==> src/rtl/esc_pkg.sv <==
package esc_pkg;
    localparam int unsigned CNT_W   = 4;
    localparam int unsigned DEC_TOP = 9;
    localparam int unsigned BIN_TOP = (1 << CNT_W) - 1;

    typedef logic [CNT_W-1:0] cnt_t;

    // Last legal code of the selected sequence.
    function automatic cnt_t top_code(input bit decade);
        return decade ? cnt_t'(DEC_TOP) : cnt_t'(BIN_TOP);
    endfunction

    // Successor code. In decimal mode codes above the top fold into
    // the legal range in a single step by dropping the weight-8 bit.
    function automatic cnt_t succ(input cnt_t cur, input bit decade);
        cnt_t nxt;
        if (cur == top_code(decade)) begin
            nxt = '0;
        end else if (decade && (cur > cnt_t'(DEC_TOP))) begin
            nxt = {1'b0, cur[CNT_W-2:0]};
        end else begin
            nxt = cur + cnt_t'(1);
        end
        return nxt;
    endfunction
endpackage

==> src/rtl/esc_sync.sv <==
module esc_sync #(
    parameter int unsigned STAGES = 2
) (
    input  logic clk_i,
    input  logic d_i,
    output logic q_o
);
    logic [STAGES-1:0] chain_d;
    logic [STAGES-1:0] chain_q;

    always_comb begin
        chain_d = {chain_q[STAGES-2:0], d_i};
    end

    always_ff @(posedge clk_i) begin
        chain_q <= chain_d;
    end

    assign q_o = chain_q[STAGES-1];
endmodule

==> src/rtl/esc_edge.sv <==
module esc_edge (
    input  logic clk_i,
    input  logic cnt_s_i,
    input  logic gate_s_i,
    output logic cnt_p_o,
    output logic gate_p_o,
    output logic step_o
);
    typedef struct packed {
        logic cnt_p;
        logic gate_p;
    } hist_t;

    hist_t hist_d;
    hist_t hist_q;
    logic  cnt_rise_ok;
    logic  gate_fall_ok;

    always_comb begin
        hist_d.cnt_p  = cnt_s_i;
        hist_d.gate_p = gate_s_i;
        // The other input's level comes from the older sample.
        cnt_rise_ok  = cnt_s_i & ~hist_q.cnt_p & hist_q.gate_p;
        gate_fall_ok = ~gate_s_i & hist_q.gate_p & ~hist_q.cnt_p;
    end

    always_ff @(posedge clk_i) begin
        hist_q <= hist_d;
    end

    assign step_o   = cnt_rise_ok | gate_fall_ok;
    assign cnt_p_o  = hist_q.cnt_p;
    assign gate_p_o = hist_q.gate_p;
endmodule

==> src/rtl/esc_core.sv <==
module esc_core
    import esc_pkg::*;
#(
    parameter bit          DECADE     = 1'b1,
    parameter int unsigned REL_STAGES = 2
) (
    input  logic clk_i,
    input  logic rst_i,
    input  logic step_i,
    output cnt_t q_o,
    output logic tc_o,
    output logic busy_o
);
    localparam cnt_t LAST = top_code(DECADE);

    typedef struct packed {
        logic [REL_STAGES-1:0] rel;
        cnt_t                  cnt;
    } core_t;

    core_t st_d;
    core_t st_q;

    always_comb begin
        st_d.rel = {st_q.rel[REL_STAGES-2:0], 1'b0};
        if (st_q.rel[REL_STAGES-1]) begin
            st_d.cnt = '0;
        end else if (step_i) begin
            st_d.cnt = succ(st_q.cnt, DECADE);
        end else begin
            st_d.cnt = st_q.cnt;
        end
    end

    always_ff @(posedge clk_i or posedge rst_i) begin
        if (rst_i) begin
            st_q.rel <= '1;
            st_q.cnt <= '0;
        end else begin
            st_q <= st_d;
        end
    end

    assign q_o    = st_q.cnt;
    assign tc_o   = (st_q.cnt == LAST);
    assign busy_o = st_q.rel[REL_STAGES-1];
endmodule

==> src/rtl/edge_step_counter.sv <==
module edge_step_counter
    import esc_pkg::*;
#(
    parameter bit          DECADE      = 1'b1,
    parameter int unsigned SYNC_STAGES = 2,
    parameter int unsigned REL_STAGES  = 2
) (
    input  logic             clk_i,
    input  logic             rst_i,
    input  logic             cnt_i,
    input  logic             gate_i,
    output logic [CNT_W-1:0] q_o,
    output logic             tc_o
);
    localparam int unsigned N_IN = 2;

    logic [N_IN-1:0] raw_in;
    logic [N_IN-1:0] syn_in;
    logic            cnt_sync;
    logic            gate_sync;
    logic            cnt_prev;
    logic            gate_prev;
    logic            step;
    logic            busy;

    assign raw_in = {gate_i, cnt_i};

    for (genvar gi = 0; gi < N_IN; gi++) begin : g_sync
        esc_sync #(.STAGES(SYNC_STAGES)) u_sync (
            .clk_i (clk_i),
            .d_i   (raw_in[gi]),
            .q_o   (syn_in[gi])
        );
    end

    assign cnt_sync  = syn_in[0];
    assign gate_sync = syn_in[1];

    esc_edge u_edge (
        .clk_i    (clk_i),
        .cnt_s_i  (cnt_sync),
        .gate_s_i (gate_sync),
        .cnt_p_o  (cnt_prev),
        .gate_p_o (gate_prev),
        .step_o   (step)
    );

    esc_core #(
        .DECADE     (DECADE),
        .REL_STAGES (REL_STAGES)
    ) u_core (
        .clk_i  (clk_i),
        .rst_i  (rst_i),
        .step_i (step),
        .q_o    (q_o),
        .tc_o   (tc_o),
        .busy_o (busy)
    );
endmodule

==> config.mk <==
export PLATFORM = sky130hd
export DESIGN_NAME = edge_step_counter
export DESIGN_NICKNAME = d
export VERILOG_FILES = /design/src/rtl/esc_pkg.sv /design/src/rtl/esc_sync.sv /design/src/rtl/esc_edge.sv /design/src/rtl/esc_core.sv /design/src/rtl/edge_step_counter.sv
export SDC_FILE = /design/constraint.sdc
export NUM_CORES = 1
export LEC_CHECK = 0
export BUFFER_PORTS_ARGS = -buffer_cell sky130_fd_sc_hd__buf_2
export CORE_UTILIZATION = 25
export CTS_CLUSTER_DIAMETER = 100
export CTS_CLUSTER_SIZE = 8
export DETAILED_ROUTE_END_ITERATION = 8
export PLACE_DENSITY = 0.5
export SLEW_MARGIN = 40
export SYNTH_ARGS = -nofsm -noshare
export SYNTH_HDL_FRONTEND = slang
export SYNTH_HIERARCHICAL = 1
export SYNTH_SLANG_ARGS = --single-unit
==> constraint.sdc <==
create_clock -name clk_i -period 1.2 [get_ports clk_i]
set_input_delay 0.24 -clock clk_i [delete_from_list [all_inputs] [get_ports clk_i]]
set_output_delay 0.24 -clock clk_i [all_outputs]
set_load 0.01 [all_outputs]
---- Yosys cells after proc, flatten, opt, wreduce, memory -nomap -nowiden ----
Cells that the tools add are included.
storage, ports and cells
  register bits ........................... 12
  output and inout port bits .............. 5
  word-level logic and storage cells ...... 24
operators by class
  add/sub/neg operators ................... 1
  magnitude comparators ................... 1
  equal/unequal tests ..................... 2
  mux-type cells .......................... 4
  bitwise logic cells ..................... 7
  reduce and logical (&&, ||, !) cells .... 2
operators with widths
  cell                   count
  $mux W4                4
  $add A4 B1 Y4 const B  1
  $and A1 B1 Y1          4
  $eq A4 B4 Y1 const B   1
  $gt A4 B4 Y1 const B   1
  $ne A3 B2 Y1 const B   1
  $not A1 Y1             2
  $reduce_and A2 Y1      1
  $reduce_bool A2 Y1     1
  $or A1 B1 Y1           1

---- Logic depth before layout (Yosys ltp) ----
  depth after elaboration ................. 6
  gate-level depth with buffers ........... 5
  gate-level depth less buffers ........... 5

---- Modules after synthesis ----
Netlist, hierarchy kept.
by module, submodules not included
  module    instances  cells an instance  area an instance (um^2)  seq. area each (um^2)
  esc_core  1          28                 322.8                    152.6
  esc_sync  2          2                  40.0                     40.0
  esc_edge  1          4                  66.3                     40.0

---- Worst setup path after synthesis ----
No wires, ideal clock.
  path kind ............................... register to register
  from .................................... reg u_core.st_q (netlist bit u_core/q_o[1])
  to ...................................... reg u_core.st_q (netlist bit u_core/q_o[0])
  arrival ................................. 1374 ps
  required time ........................... 1135 ps
  path slack .............................. -239 ps
  stages on the path, launching flop included .. 6
  buffers on the path ..................... 0
  clock period less this slack ............ 1439 ps
  cell sequence ........................... dfrtp_1 -> inv_1 -> ha_1 -> or3b_4 -> a21oi_2 -> mux2_2
on the way
  word-level cells in the longest chain between the ends .. 4
ends and longest elaborated chain
  what                                                  RTL line        RTL
  start, declared                                       esc_core.sv:22  core_t st_q;
  start signal, assigned                                esc_core.sv:40  st_q <= st_d;
  branches (longest 4 deep; another with $gt A4 B4 Y1)  -
Several ways; the timed one is not identified. The select of a mux whose other input is x is not followed.
A chain may end at the register's enable or synchronous reset.

---- Final worst setup path ----
  from .................................... reg u_core.st_q (netlist bit u_core/q_o[0])
  to ...................................... reg u_core.st_q (netlist bit u_core/q_o[1])
on the way
  word-level cells in the longest chain between the ends .. 5
ends and longest elaborated chain
  what           RTL line        RTL
  $add A4 B1 Y4  esc_pkg.sv:22   nxt = cur + cnt_t'(1);
  $mux W4        esc_pkg.sv:19   end else if (decade && (cur > cnt_t'(DEC_TOP))) begin
  $mux W4        esc_pkg.sv:17   if (cur == top_code(decade)) begin
  $mux W4        esc_core.sv:28  end else if (step_i) begin
  $mux W4        esc_core.sv:26  if (st_q.rel[REL_STAGES-1]) begin
Several ways; a longest one is shown, not always the timed one. The select of a mux whose other input is x is not followed.

==> metrics.md <==
| Metric | Value |
|---|---|
| CTS Buffer Depth | 2 |
| Net Sw Power | 0.173 mW |
| Clock Skews | 0.00370 ns |
| Sequential share of power | 0.522 |
| Overflow after GRT | 0 |
| Post-Syn Area | 469 sq um |
| Final number of setup-violating endpoints | 6 |
| Startpoint types | flip-flop |
| Clock Power Share | 0.373 |
| Remaining antenna violation count | 0 |
| Worst hold path class | input pin to flip-flop |
| Comb pwr share | 0.105 |
| Final worst-path cycle share | 1.21 |
| Failing checks | setup timing |
| Via-per-instance ratio | 3.99 |
| Maximum VDD drop | 762 uV |
| Worst-path fanout max | 3 |
| Post-Syn Area per Cell | 13.0 sq um |
| Sw frac | 0.209 |
| Outcome | complete, but fails checks |
| Total wire length | 869 um |
| Util after Layout | 0.411 |
| Vias in the first global route | 302 |
| Area of the die | 0.00205 sq mm |
| Post-DP HPWL | 602 um |
| Drt drc | 0 |
| Cells after Synth | 36 |
| Row cnt | 15 |
| Max-cap violation count | 0 |
| PD cells | 1160 mW/mm^2 |
| Starting density of the core | 0.269 |
| Die Y | 45.3 um |
| RD Place Congestion | 0.732 |
| Die W | 45.3 um |
| Yosys reg bits | 12 |
| CTS tree | built |
| Internal | 0.656 mW |
| GRT Total Usage | 0.0903 |
| LEAKAGE | 0.333 nW |
| DP Area | 602 sq um |
| Pin count of the biggest net entering global routing | 8 |
| Pre-antenna DRT Iters | 4 |
| Iteration-0 DRC Markers | 3 |
| H-tree depth | 1 |
| Post-synthesis sequential area ratio | 0.581 |
| First-pass GRT wire length | 1250 um |
| Distinct cells, synth | 20 |
| Final Cell Area | just over 700 sq um |
| Final hold viol count | 0 |
| Fin crit period | 1.45 ns |
| Worst Path Required | 1.40 ns |
| Commonest cells after routing, fill and taps aside | buf_4, buf_2, dfxtp_1 |
| Area grow syn2layout | 52.8% |
| Ys Warns | 6 |
| Layout cells sized above 1 | 0.603 |
| Later-pin clock latency in the skew report | 0.26 ns |
| ANT cells | 0 |
| Core area | 0.00175 sq mm |
| Unrepaired setup endpoints after global routing | true |
| Worst setup path class | flip-flop to flip-flop |
| Crit. End Element | flip-flop |
| I/O pin cnt | 9 |
| Routed len/inst | 10.5 um |
| TritonCTS buffer count | 3 |
| Fmax | 0.690 GHz |
| Final count of pins violating max slew | 0 |
| Syn Nets | 43 |
| Final setup margin | -0.249 ns |
| IO Port Bufs | 8 |
| Sink Count | 12 |
| Detailed-route via count | 331 |
| Most common cell after layout, fill and taps aside | buf_4 |
| Root Buffer | clkbuf_4 |
| Worst-path clk slew | 0.07 ns |
| Critical Path AT | around 1.7 ns |
| Final Net Count | 66 |
| Antenna violations before repair | 0 |
[final cells by class]
cell class | count | area, sq um
Clock buffer | 4 | 36.3
Tap cell | 25 | 31.3
Inverter | 5 | 18.8
Multi-Input combinational cell | 19 | 233
Sequential cell | 12 | 274
Fill cell | 166 | 1030
Timing Repair Buffer | 18 | 124
[routing by layer]
metal,GRT usage,part of all wire,up-vias
met5,0,0,-
met4,0.0727,0.0058,0
met3,0.0240,0.047,2
met2,0.125,0.47,11
met1,0.117,0.47,150
li1,-,-,168
[flip-flops by register name (all words and copies together) (netlist names)]
signal	cells
g_sync.u_sync/chain_q	4
u_core/busy_o	1
u_core/q_o	4
u_core/st_d	1
u_edge/cnt_p_o	1
u_edge/gate_p_o	1
[synth_stat cells]
library cell	instances	share of area
dfxtp_1	6	0.26
inv_1	5	0.040
dfrtp_1	4	0.21
ha_1	3	0.080
a311oi_1	2	0.037
dfstp_2	2	0.11
a21oi_2	1	0.019
a221oi_1	1	0.019
a22o_1	1	0.019
a31o_1	1	0.019
a41oi_1	1	0.019
and2b_1	1	0.016
and3_1	1	0.013
conb_1	1	0.0080
mux2_2	1	0.024
nand2b_1	1	0.013
nor2b_4	1	0.029
nor3b_2	1	0.027
or2_1	1	0.013
or3b_4	1	0.024
[cell families after synthesis]
family | after synthesis | synth area share
and+or+nand+nor | 7 | 0.136
buffers and inverters | 5 | 0.0400
AOI/OAI and AO/OA | 7 | 0.131
other | 1 | 0.00799
DFF | 12 | 0.581
adders and majority gates | 3 | 0.0800
muxes | 1 | 0.0240
[power by group through the flow]
stage / Sequential [mW] / Combinational, mW / Clock, mW
6_report: 0.433 / 0.0872 / 0.310
5_1_grt: 0.435 / 0.0938 / 0.345
4_1_cts: 0.431 / 0.0801 / 0.327
3_5_place_dp: 0.439 / 0.0677 / 0
3_3_place_gp: 0.438 / 0.0677 / 0
2_1_floorplan: 0.439 / 0.0385 / 0
[critical path, stage by stage (launching register included)]
cell	delay [ns]
dfrtp_2	0.44
inv_2	0.08
ha_4	0.12
or3b_4	0.40
a21oi_4	0.19
a22o_1	0.16
[final timing paths]
kind | start | to | slack [ns] | cells after the start
setup / recovery | u_core/q_o[0] | u_core/q_o[1] | -0.25 | 5
hold / removal | gate_i | g_sync[1].u_sync/chain_q[0] | 0.07 | 1
setup reg to reg | u_core/q_o[0] | u_core/q_o[1] | -0.25 | 5
hold reg to reg | g_sync[0].u_sync/chain_q[0] | g_sync[0].u_sync/chain_q[1] | 0.33 | 0
max in group asynchronous | rst_i | u_core/busy_o | 0.52 | 3
min in group asynchronous | rst_i | u_core/q_o[1] | 0.42 | 3
[timing repair]
item                                   4_1_cts  5_1_grt
pin swaps                                    2        6
setup endpoints to repair                    5        8
hold buffers                                 1        0
resized for setup                            4        7
setup buffers                                1        1
endpoints found under the hold margin        4        0
[stage by stage]
stage	power (mW)	instances	setup TNS (ns)	setup WS, ns	hold slack [ns]
floorplan	0.478	36	-0.773	-0.207	0.0295
global placement	0.506	76	-0.815	-0.238	0.170
detailed placement	0.507	76	-0.898	-0.242	0.171
CTS	0.838	82	-1.03	-0.230	0.0623
global route	0.874	83	-1.42	-0.293	0.0527
finish	0.829	83	-1.12	-0.249	0.0732
(Power assumes the default switching activity.)
